--- src/rtl/ring_index_mgr.sv ---
module ring_index_mgr #(
  parameter int PPN_W         = 20,
  parameter int PAGE_SHIFT    = 12,
  parameter int MAX_PAGES     = 4,
  parameter int MSG_MAX_PAGES = 2,
  parameter int REQ_EPP       = 32,
  parameter int REQ_DESC      = 128,
  parameter int CMP_EPP       = 128,
  parameter int CMP_DESC      = 32,
  parameter int MSG_EPP       = 32,
  parameter int MSG_DESC      = 128,
  parameter int CNT_W         = 4,
  localparam int IDX_W        = $clog2(MAX_PAGES),
  localparam int ADDR_W       = PPN_W + PAGE_SHIFT
) (
  input  logic              clk,
  input  logic              rst_n,
  input  logic              pt_we,
  input  logic [1:0]        pt_ring,
  input  logic [IDX_W-1:0]  pt_idx,
  input  logic [PPN_W-1:0]  pt_ppn,
  input  logic              setup_data,
  input  logic              setup_msg,
  input  logic [CNT_W-1:0]  setup_req_pages,
  input  logic [CNT_W-1:0]  setup_cmp_pages,
  input  logic [CNT_W-1:0]  setup_msg_pages,
  output logic              setup_done,
  output logic              setup_err,
  output logic              data_ready,
  output logic              msg_ready,
  input  logic [31:0]       req_prod,
  input  logic [31:0]       msg_prod,
  input  logic [31:0]       msg_cons,
  output logic              msg_room,
  input  logic              pop_req,
  input  logic              pop_cmp,
  input  logic              pop_msg,
  output logic              rsp_valid,
  output logic [ADDR_W-1:0] rsp_addr,
  input  logic              flush_req,
  input  logic              flush_cmp,
  input  logic              flush_msg,
  output logic              sw_valid,
  output logic [3:0]        sw_field,
  output logic [31:0]       sw_data
);

  localparam int MIDX_W    = (MSG_MAX_PAGES > 1) ? $clog2(MSG_MAX_PAGES) : 1;
  localparam int REQ_SH    = $clog2(REQ_EPP);
  localparam int CMP_SH    = $clog2(CMP_EPP);
  localparam int MSG_SH    = $clog2(MSG_EPP);
  localparam int REQ_DSH   = $clog2(REQ_DESC);
  localparam int CMP_DSH   = $clog2(CMP_DESC);
  localparam int MSG_DSH   = $clog2(MSG_DESC);
  localparam int REQ_LIMIT = MAX_PAGES * REQ_EPP;
  localparam int NFIELD    = 9;

  logic [PPN_W-1:0] req_tab [MAX_PAGES];
  logic [PPN_W-1:0] cmp_tab [MAX_PAGES];
  logic [PPN_W-1:0] msg_tab [MSG_MAX_PAGES];

  logic [5:0]  req_lg, cmp_lg, msg_lg;
  logic [31:0] req_ptr, cmp_ptr, msg_ptr;
  logic [31:0] req_mask, cmp_mask, msg_mask;
  logic [NFIELD-1:0] pend, pend_set, pend_sel;
  logic [3:0]  nxt_field;
  logic [31:0] nxt_data;

  function automatic logic [5:0] bitlen(input logic [31:0] v);
    logic [5:0] r;
    r = '0;
    for (int i = 0; i < 32; i++)
      if (v[i]) r = 6'(i + 1);
    return r;
  endfunction

  assign req_mask = (32'd1 << req_lg) - 32'd1;
  assign cmp_mask = (32'd1 << cmp_lg) - 32'd1;
  assign msg_mask = (32'd1 << msg_lg) - 32'd1;

  logic [31:0] req_i, cmp_i, msg_i;
  assign req_i = req_ptr & req_mask;
  assign cmp_i = cmp_ptr & cmp_mask;
  assign msg_i = msg_ptr & msg_mask;

  logic [IDX_W-1:0]  req_pg, cmp_pg;
  logic [MIDX_W-1:0] msg_pg;
  assign req_pg = IDX_W'(req_i >> REQ_SH);
  assign cmp_pg = IDX_W'(cmp_i >> CMP_SH);
  assign msg_pg = MIDX_W'(msg_i >> MSG_SH);

  logic [ADDR_W-1:0] req_addr, cmp_addr, msg_addr;
  assign req_addr = {req_tab[req_pg], {PAGE_SHIFT{1'b0}}}
                  + (ADDR_W'(req_i & 32'(REQ_EPP - 1)) << REQ_DSH);
  assign cmp_addr = {cmp_tab[cmp_pg], {PAGE_SHIFT{1'b0}}}
                  + (ADDR_W'(cmp_i & 32'(CMP_EPP - 1)) << CMP_DSH);
  assign msg_addr = {msg_tab[msg_pg], {PAGE_SHIFT{1'b0}}}
                  + (ADDR_W'(msg_i & 32'(MSG_EPP - 1)) << MSG_DSH);

  logic [31:0] req_gap;
  logic        req_avail;
  assign req_gap   = req_prod - req_ptr;
  assign req_avail = data_ready && (req_gap != 32'd0) && (req_gap < 32'(REQ_LIMIT));
  assign msg_room  = msg_ready && ((msg_prod - msg_cons) < (msg_mask + 32'd1));

  logic data_ok, msg_ok, data_acc, msg_acc;
  assign data_ok  = (setup_req_pages != '0) && (32'(setup_req_pages) <= 32'(MAX_PAGES))
                 && (setup_cmp_pages != '0) && (32'(setup_cmp_pages) <= 32'(MAX_PAGES));
  assign msg_ok   = data_ready && (setup_msg_pages != '0)
                 && (32'(setup_msg_pages) <= 32'(MSG_MAX_PAGES));
  assign data_acc = setup_data && data_ok;
  assign msg_acc  = setup_msg && !setup_data && msg_ok;

  assign pend_set = (data_acc ? 9'h03F : 9'h000) | (msg_acc ? 9'h1C0 : 9'h000)
                  | (flush_req ? 9'h002 : 9'h000) | (flush_cmp ? 9'h008 : 9'h000)
                  | (flush_msg ? 9'h040 : 9'h000);

  always_comb begin
    nxt_field = '0;
    for (int i = NFIELD - 1; i >= 0; i--)
      if (pend[i]) nxt_field = 4'(i);
    pend_sel = (pend != '0) ? (9'd1 << nxt_field) : '0;
    case (nxt_field)
      4'd1:    nxt_data = req_ptr;
      4'd2:    nxt_data = 32'(req_lg);
      4'd3:    nxt_data = cmp_ptr;
      4'd5:    nxt_data = 32'(cmp_lg);
      4'd6:    nxt_data = msg_ptr;
      4'd8:    nxt_data = 32'(msg_lg);
      default: nxt_data = 32'd0;
    endcase
  end

  always_ff @(posedge clk) begin
    if (!rst_n) begin
      for (int i = 0; i < MAX_PAGES; i++) begin
        req_tab[i] <= '0;
        cmp_tab[i] <= '0;
      end
      for (int i = 0; i < MSG_MAX_PAGES; i++) msg_tab[i] <= '0;
      req_lg <= '0; cmp_lg <= '0; msg_lg <= '0;
      req_ptr <= '0; cmp_ptr <= '0; msg_ptr <= '0;
      data_ready <= 1'b0; msg_ready <= 1'b0;
      setup_done <= 1'b0; setup_err <= 1'b0;
      rsp_valid <= 1'b0; rsp_addr <= '0;
      pend <= '0;
      sw_valid <= 1'b0; sw_field <= '0; sw_data <= '0;
    end else begin
      if (pt_we) begin
        case (pt_ring)
          2'd0: req_tab[pt_idx] <= pt_ppn;
          2'd1: cmp_tab[pt_idx] <= pt_ppn;
          2'd2: if (32'(pt_idx) < 32'(MSG_MAX_PAGES)) msg_tab[MIDX_W'(pt_idx)] <= pt_ppn;
          default: ;
        endcase
      end

      rsp_valid <= pop_req || pop_cmp || pop_msg;
      if (pop_req) begin
        rsp_addr <= req_avail ? req_addr : '0;
        if (req_avail) req_ptr <= req_ptr + 32'd1;
      end else if (pop_cmp) begin
        rsp_addr <= data_ready ? cmp_addr : '0;
        if (data_ready) cmp_ptr <= cmp_ptr + 32'd1;
      end else if (pop_msg) begin
        rsp_addr <= msg_room ? msg_addr : '0;
        if (msg_room) msg_ptr <= msg_ptr + 32'd1;
      end

      setup_done <= setup_data || setup_msg;
      setup_err  <= (setup_data && !data_ok) || (setup_msg && !setup_data && !msg_ok);
      if (data_acc) begin
        req_lg     <= bitlen(32'(setup_req_pages) * 32'(REQ_EPP) - 32'd1);
        cmp_lg     <= bitlen(32'(setup_cmp_pages) * 32'(CMP_EPP) - 32'd1);
        req_ptr    <= '0;
        cmp_ptr    <= '0;
        data_ready <= 1'b1;
      end
      if (msg_acc) begin
        msg_lg    <= bitlen(32'(setup_msg_pages) * 32'(MSG_EPP) - 32'd1);
        msg_ptr   <= '0;
        msg_ready <= 1'b1;
      end

      pend     <= (pend & ~pend_sel) | pend_set;
      sw_valid <= (pend != '0);
      sw_field <= nxt_field;
      sw_data  <= nxt_data;
    end
  end


  req_empty_chk: assert property (@(posedge clk) disable iff (!rst_n)
    (pop_req && req_prod == req_ptr) |=> (rsp_valid && rsp_addr == '0));


  req_hold_chk: assert property (@(posedge clk) disable iff (!rst_n)
    (!pop_req && !setup_data) |=> $stable(req_ptr));


  cmp_step_chk: assert property (@(posedge clk) disable iff (!rst_n)
    (pop_cmp && !pop_req && data_ready && !setup_data) |=> (cmp_ptr == $past(cmp_ptr) + 32'd1));


  msg_block_chk: assert property (@(posedge clk) disable iff (!rst_n)
    (pop_msg && !msg_room && !setup_msg) |=> $stable(msg_ptr));


  sw_field_chk: assert property (@(posedge clk) disable iff (!rst_n)
    sw_valid |-> (sw_field < 4'(NFIELD)));


  setup_pulse_chk: assert property (@(posedge clk) disable iff (!rst_n)
    setup_done |-> $past(setup_data || setup_msg));

endmodule

--- config.mk ---
export PLATFORM = sky130hd
export DESIGN_NAME = ring_index_mgr
export DESIGN_NICKNAME = d
export VERILOG_FILES = /design/src/rtl/ring_index_mgr.sv
export SDC_FILE = /design/constraint.sdc
export NUM_CORES = 1
export LEC_CHECK = 0
export CAP_MARGIN = 20
export CELL_PAD_IN_SITES_DETAIL_PLACEMENT = 0
export CELL_PAD_IN_SITES_GLOBAL_PLACEMENT = 1
export CORE_ASPECT_RATIO = 0.8
export CORE_MARGIN = 3
export CORE_UTILIZATION = 35
export CTS_BUF_LIST = sky130_fd_sc_hd__clkbuf_8
export DETAILED_ROUTE_END_ITERATION = 8
export PLACE_DENSITY = 0.7
export SETUP_SLACK_MARGIN = 0.02
export SLEW_MARGIN = 10
export SYNTH_ARGS = -nofsm -noshare
export SYNTH_HDL_FRONTEND = slang
export SYNTH_SLANG_ARGS = --single-unit
--- constraint.sdc ---
create_clock -name clk -period 4.7 [get_ports clk]
set_input_delay 0.47 -clock clk [delete_from_list [all_inputs] [get_ports clk]]
set_output_delay 0.47 -clock clk [all_outputs]
set_load 0.1 [all_outputs]
==> impl_metrics.toml, run 1 <==
[run_status]
status = "finished, violations left"
violations = "negative setup slack"

[floorplanning]
num_rows = 81
fp.dieH_um = 231
ios = 218
die_w_um = 288
start_util = 0.359
die_area_um2 = 66500
core_area_um2 = 61900

[synth]
netlist_area_um2 = 22200
ys.flop_type = "edfxtp_1"
yosys_register_bits = 389
ys_warn_count = 0
ys_types = 77
synth_area_leaders = "edfxtp_1, dfxtp_1, and2_1, ha_1, mux4_2"
synthArstFlopShare = 0
synth-edff-count = 200
yosys.area.top_type = "edfxtp_1"
avgSynthCellArea_um2 = 9.48
netlist_instances = 2343
yosysSeqAreaShare = 0.441
synth_top_area_share = 0.270

[placed_design]
hpwlAfterDp_mm = 50.4
routabilityCongestion = 0.856
place_ws_ns = -1.01
port_buffers = 212

[route]
drc = 0
wirelength_mm = 69.9
drt_pass1_iterations = 6
viasPerCell = 5.41
drt-initial-drc-count = 1730
wl_per_cell_um = 19.7
vias = 19200
ant_nets = 0

[sta]
layout_setup_ws_ns = -0.269
period_share = 1.06
setup_tns_ns = -0.269
max-slew-margin-rel = 0.184
slew_violations = 0
rsz0062_at_grt = "yes"
clock_skew_ns = 0.0542
hold_ws_ns = 0.400
setup_viol_count_final = 1
tightest_slew_ns = 1.21
fmaxAchievable_ghz = 0.201
finalCriticalPeriod_ns = 4.97
hold_viol = 0

[layout]
area_growth_pct = 25.4
diodes = 0
fin_nets = 2926
drive_gt1_frac = 0.149
n_fill_cell = 5865

[global_route]
grt_max_degree = 37
antenna_found_initial = 3
grt_pass1_vias = 19200
grt_pass1_wl_mm = 108
grt_usage = 0.206
grt-ovfl-total = 0

[critical_path]
critPathLaunchType = "input pin"
reg2reg_slack_ns = 0.35
path_class = "input pin to primary output"
ff2ff_path_depth = 14
worst_ep_required_time_ns = 4.23
cp-end-kind = "primary output"
reg2reg_from = "req_ptr[17]"
cp.arrival_ns = 4.50
rr_endpoint = "req_ptr[3]"
worstPathMaxFanout = 3

[min_path]
whs_path_depth = 4
hold_class = "input pin to flip-flop"
hp-start = "rst_n"
whs_endpoint = "rsp_addr[17]"

[clocking]
clk_latency_ns = 0.65
cts_num_sinks = 389
cts_tree = "done"
root_buffer = "clkbuf_8"
path_clk_slew_ns = 0.07
cts_max_level = 2
hold_buffers = 0
clockBufferDepth = 3
cts-buffers-inserted = 57

[power]
p_per_area_nw_per_um2 = 277
totalPowerFinal_uw = 7720
power_leakage_uw = 0.0107
peakVddDrop_mv = 0.185

[job]
cap_viol_max_count = 0
-- through the flow --
| step | instances | instance area (µm²) | utilization |
|---|---|---|---|
| 2_1_floorplan | 2347 | 22300 | - |
| 3_3_place_gp | 3423 | 26200 | 0.423 |
| 3_5_place_dp | 3423 | 26200 | 0.423 |
| 4_1_cts | 3551 | 27700 | 0.447 |
| 5_1_grt | 3557 | 27800 | 0.450 |
| 6_report | 3557 | 27800 | 0.450 |
-- worst max-delay path: stages --
cell      delay, ns
buf_6          0.10
inv_4          0.04
ha_4           0.13
inv_2          0.03
fa_2           0.33
a21o_1         0.22
a21oi_2        0.17
o21ai_2        0.09
a21oi_2        0.23
a211oi_2       0.14
nor2_2         0.20
nor3_2         0.06
or3_4          0.34
a21oi_4        0.17
o21ai_2        0.07
xor2_1         0.16
ha_1           0.31
nand4_1        0.14
buf_4          0.18
nor4_4         0.30
o21ai_2        0.13
buf_4          0.16
and2_4         0.16
buf_12         0.16
-- layer usage --
| metal | track usage | wire length (µm) | vias to the layer above |
|---|---|---|---|
| met5 | 0 | 0 | - |
| met4 | 0.0504 | 1660 | 0 |
| met3 | 0.0315 | 4440 | 118 |
| met2 | 0.334 | 32100 | 609 |
| met1 | 0.287 | 31700 | 9325 |
| li1 | - | - | 9190 |
-- cell usage in the layout, fill, tap and decap left out, types with 16 or more instances in the layout --
cell             count
a21o_1              39
a21oi_1            141
a222oi_1            33
a31oi_1             22
and2_1             211
and3_1              37
buf_4              182
clkbuf_8            65
clkdlybuf4s50_1    189
dfxtp_1            189
edfxtp_1           200
ha_1                90
inv_1              105
mux2i_1             52
mux4_2              40
nand2_1            182
nand3_1             63
nand4_1             36
nor2_1             225
nor3_1              57
nor4_1              19
o21a_1              16
o21ai_0            115
or3_1               18
xnor2_1             56
xor2_1              41
-- sequential cells by signal, indices dropped and copies added (netlist names), 4 cells and up --
name / flops
msg_lg: 5
msg_ptr: 32
rsp_addr: 27
pend: 9
sw_data: 32
req_lg: 5
cmp_tab: 80
sw_field: 4
cmp_ptr: 32
req_ptr: 32
msg_tab: 40
cmp_lg: 5
req_tab: 80
-- Yosys cell counts, types with 5 or more instances --
library cell	n
o21bai_1	7
buf_2	6
nand2b_1	16
nor3b_1	5
buf_1	6
mux4_2	40
xor2_1	41
nand3_1	64
dfxtp_1	189
buf_4	8
and3_1	37
a211oi_1	10
a31oi_1	22
o31ai_1	14
mux2i_1	52
edfxtp_1	200
nand4_1	36
nor2b_1	10
a221oi_1	5
nor2_1	233
ha_1	101
a32oi_1	5
a21o_1	39
or2_2	9
o21ai_0	129
or3_1	20
a222oi_1	33
a21oi_1	150
o221ai_1	6
a22oi_1	10
and2_1	213
clkbuf_1	106
xnor2_1	57
and4_1	11
o21a_1	16
nor4_1	24
nor3_1	59
inv_1	97
nand2_1	182
-- layout make-up --
type,instances,area (µm²),area share
Multi-Input combinational cell,1732,11900,0.428
Inverter,98,370,0.0133
Clock inverter,40,204,0.00732
Tap cell,830,1040,0.0373
Sequential cell,389,9790,0.352
Clock buffer,65,895,0.0321
Timing Repair Buffer,403,3630,0.130
-- worst max path at each step --
| stage | startpoint | to | slack, ns | depth (start not counted) |
|---|---|---|---|---|
| after floorplan | msg_cons[1] | msg_ptr[12] | 0.03 | 26 |
| after global placement | msg_prod[0] | msg_ptr[2] | -0.88 | 27 |
| after detailed placement | msg_cons[0] | msg_ptr[0] | -1.01 | 28 |
| after CTS | msg_prod[0] | msg_room | -0.28 | 26 |
| after global routing | msg_prod[0] | msg_room | -0.49 | 24 |
| final | msg_prod[0] | msg_room | -0.27 | 24 |
-- cell families after synthesis --
family / after synthesis / synth area share
and+or+nand+nor: 934 / 0.213
xor gates and xnor gates: 98 / 0.0386
muxes: 96 / 0.0660
AOI/OAI and AO/OA: 497 / 0.143
adders and majority gates: 102 / 0.0578
other: 1 / 0.000169
DFF: 389 / 0.441
buffers and inverters: 226 / 0.0403
-- where the power goes --
group / leakage, µW / internal (µW) / switching [µW]
sequential: 0.00344 / 3680 / 39.5
clock: 0.000638 / 1320 / 1360
combinational: 0.00665 / 585 / 727
-- timing repair --
| action | 4_1_cts | 5_1_grt |
|---|---|---|
| setup buffers | 23 | 4 |
| gates cloned | 0 | 0 |
| endpoints found under the setup margin | 58 | 43 |
| resized for setup | 87 | 20 |
| pin swaps | 42 | 26 |
No activity file was read; power rests on OpenSTA's default activity.
==> inputs of run 2 (changes only) <==
Settings changed: PLACE_DENSITY 0.7 to 0.65.
==> run 2 against run 1 <==
The run still ends with negative setup slack left. Clock-buffer cell count up 7. Clock power is 13% higher. Total power increased by 4.6%. Wire length is 3.0% higher. Combinational power about the same. Critical path type unchanged. Cell count up 0.51%. Utilization increased by 0.75 points. Sequential power about the same. Critical path depth decreased by 1. Register-to-register slack hardly changed. Via count about the same. Worst setup slack improved by 0.077 ns.
==> impl_metrics.toml, run 2 (synthesized netlist as in run 1, its figures left out) <==
[floorplanning]
core_area_um2 = 61900
die_w_um = 288
fp.dieH_um = 231
ios = 218
start_util = 0.359
die_area_um2 = 66500
num_rows = 81

[clocking]
cts_tree = "done"
path_clk_slew_ns = 0.05
root_buffer = "clkbuf_8"
hold_buffers = 0
clk_latency_ns = 0.62
cts-buffers-inserted = 66
cts_max_level = 3
cts_num_sinks = 389
clockBufferDepth = 3

[placed_design]
hpwlAfterDp_mm = 51.5
routabilityCongestion = 0.868
place_inst = 3437
place_ws_ns = -0.936
port_buffers = 212
place_area_um2 = 26300

[critical_path]
worst_ep_required_time_ns = 4.23
cp.arrival_ns = 4.42
cp-end-kind = "primary output"
path_class = "input pin to primary output"
worstPathMaxFanout = 2
critPathLaunchType = "input pin"

[sta]
tightest_slew_ns = 1.36
finalCriticalPeriod_ns = 4.89
rsz0062_at_grt = "yes"
slew_violations = 0
max-slew-margin-rel = 0.0878
period_share = 1.04
setup_viol_count_final = 1
hold_viol = 0
layout_setup_ws_ns = -0.191
clock_skew_ns = 0.0429
fmaxAchievable_ghz = 0.204
hold_ws_ns = 0.477

[route]
ant_nets = 0
wirelength_mm = 72.0
viasPerCell = 5.39
vias = 19300
wl_per_cell_um = 20.1
drt_pass1_iterations = 8
drc = 0
drt-initial-drc-count = 1641

[power]
power_leakage_uw = 0.0110
peakVddDrop_mv = 0.221
p_per_area_nw_per_um2 = 285

[run_status]
violations = "negative setup slack"
status = "finished, violations left"

[layout]
fin_nets = 2941
n_fill_cell = 5862
mostFrequentLayoutCell = "nor2_1"
stdcell_count = 3575
stdcell_area_um2 = 28300
drive_gt1_frac = 0.164
final_cell_mix = "nor2_1, and2_1, edfxtp_1, clkdlybuf4s50_1, dfxtp_1"
area_growth_pct = 27.5
top_regs = "cmp_tab: 80 flops, req_tab: 80 flops, msg_tab: 40 flops"

[global_route]
grt_pass1_wl_mm = 111
antenna_found_initial = 0
grt_max_degree = 38
met2_usage = 0.338
grt_usage = 0.213
use_met1 = 0.303
busiest_layer = "met2"
use_met3 = 0.0373
grt_pass1_vias = 18800
grt-ovfl-total = 0

[min_path]
hold_class = "flip-flop to flip-flop"

[job]
cap_viol_max_count = 0
run 2: changes by cell type in the layout (fill, tap and decap cells not counted), sizes merged, moves of 2 or more:
cell | previous run | this run
buf | 197 | 202
bufinv | 1 | 3
clkbuf | 65 | 73
clkdlybuf4s15 | 2 | 0
clkinv | 18 | 16
dlymetal6s2s | 0 | 2
inv | 119 | 122
run 2: layer usage:
layer	vias to the layer above	routed length (µm)
met5	-	0
met4	0	1490
met3	100	4700
li1	9204	-
met2	622	32800
met1	9329	33000
run 2: worst paths after layout:
kind                               endpoint  slack [ns]        start  cells past startpoint
worst min-delay path                pend[8]        0.48      pend[8]                      2
worst max register to register  msg_ptr[30]        0.35    msg_lg[2]                     21
worst min register to register      pend[8]        0.48      pend[8]                      2
worst max-delay path               msg_room       -0.19  msg_prod[3]                     23
run 2: report_power, final:
group	total [µW]	internal [µW]	switching [µW]
logic	1330	588	739
registers	3720	3680	39.0
clock network	3030	1590	1430
total	8080	5870	2210
run 2: layout make-up:
| class | instances | area (µm²) | area share |
|---|---|---|---|
| Clock inverter | 44 | 303 | 0.0107 |
| Multi-Input combinational cell | 1732 | 12100 | 0.428 |
| Sequential cell | 389 | 9790 | 0.346 |
| Antenna cell | 1 | 2.50 | 0.0000884 |
| Timing Repair Buffer | 409 | 3690 | 0.130 |
| Clock buffer | 72 | 991 | 0.0350 |
| Inverter | 98 | 370 | 0.0131 |
| Tap cell | 830 | 1040 | 0.0367 |
run 2: what timing repair did:
| item | 4_1_cts | 5_1_grt |
|---|---|---|
| buffers inserted | 11 | 9 |
| endpoints found under the setup margin | 58 | 54 |
| gates cloned | 0 | 2 |
| pin swaps | 49 | 50 |
| resized for setup | 87 | 57 |
run 2: worst max-delay path, cell delays in order:
cell	delay, ns
clkdlybuf4s50_1	0.50
ha_4	0.22
buf_6	0.12
a21oi_4	0.15
o21ai_2	0.08
a21oi_2	0.14
buf_4	0.13
a211oi_4	0.07
nor2_4	0.16
nor3_4	0.05
or3_1	0.38
a21oi_2	0.20
xnor2_2	0.09
ha_1	0.32
a21o_1	0.17
a21o_1	0.17
a21o_1	0.18
a21oi_2	0.14
o21ai_2	0.07
a21oi_1	0.12
buf_4	0.12
and2_4	0.16
buf_12	0.18
run 2: per-stage QoR:
step | total power [µW] | utilization | setup TNS (ns)
after floorplan | 4530 | - | 0
after CTS | 8120 | 0.451 | -0.266
after global placement | 5020 | 0.425 | -41.63
after global routing | 8470 | 0.457 | -0.966
final | 8080 | 0.457 | -0.191
after detailed placement | 5040 | 0.425 | -45.78
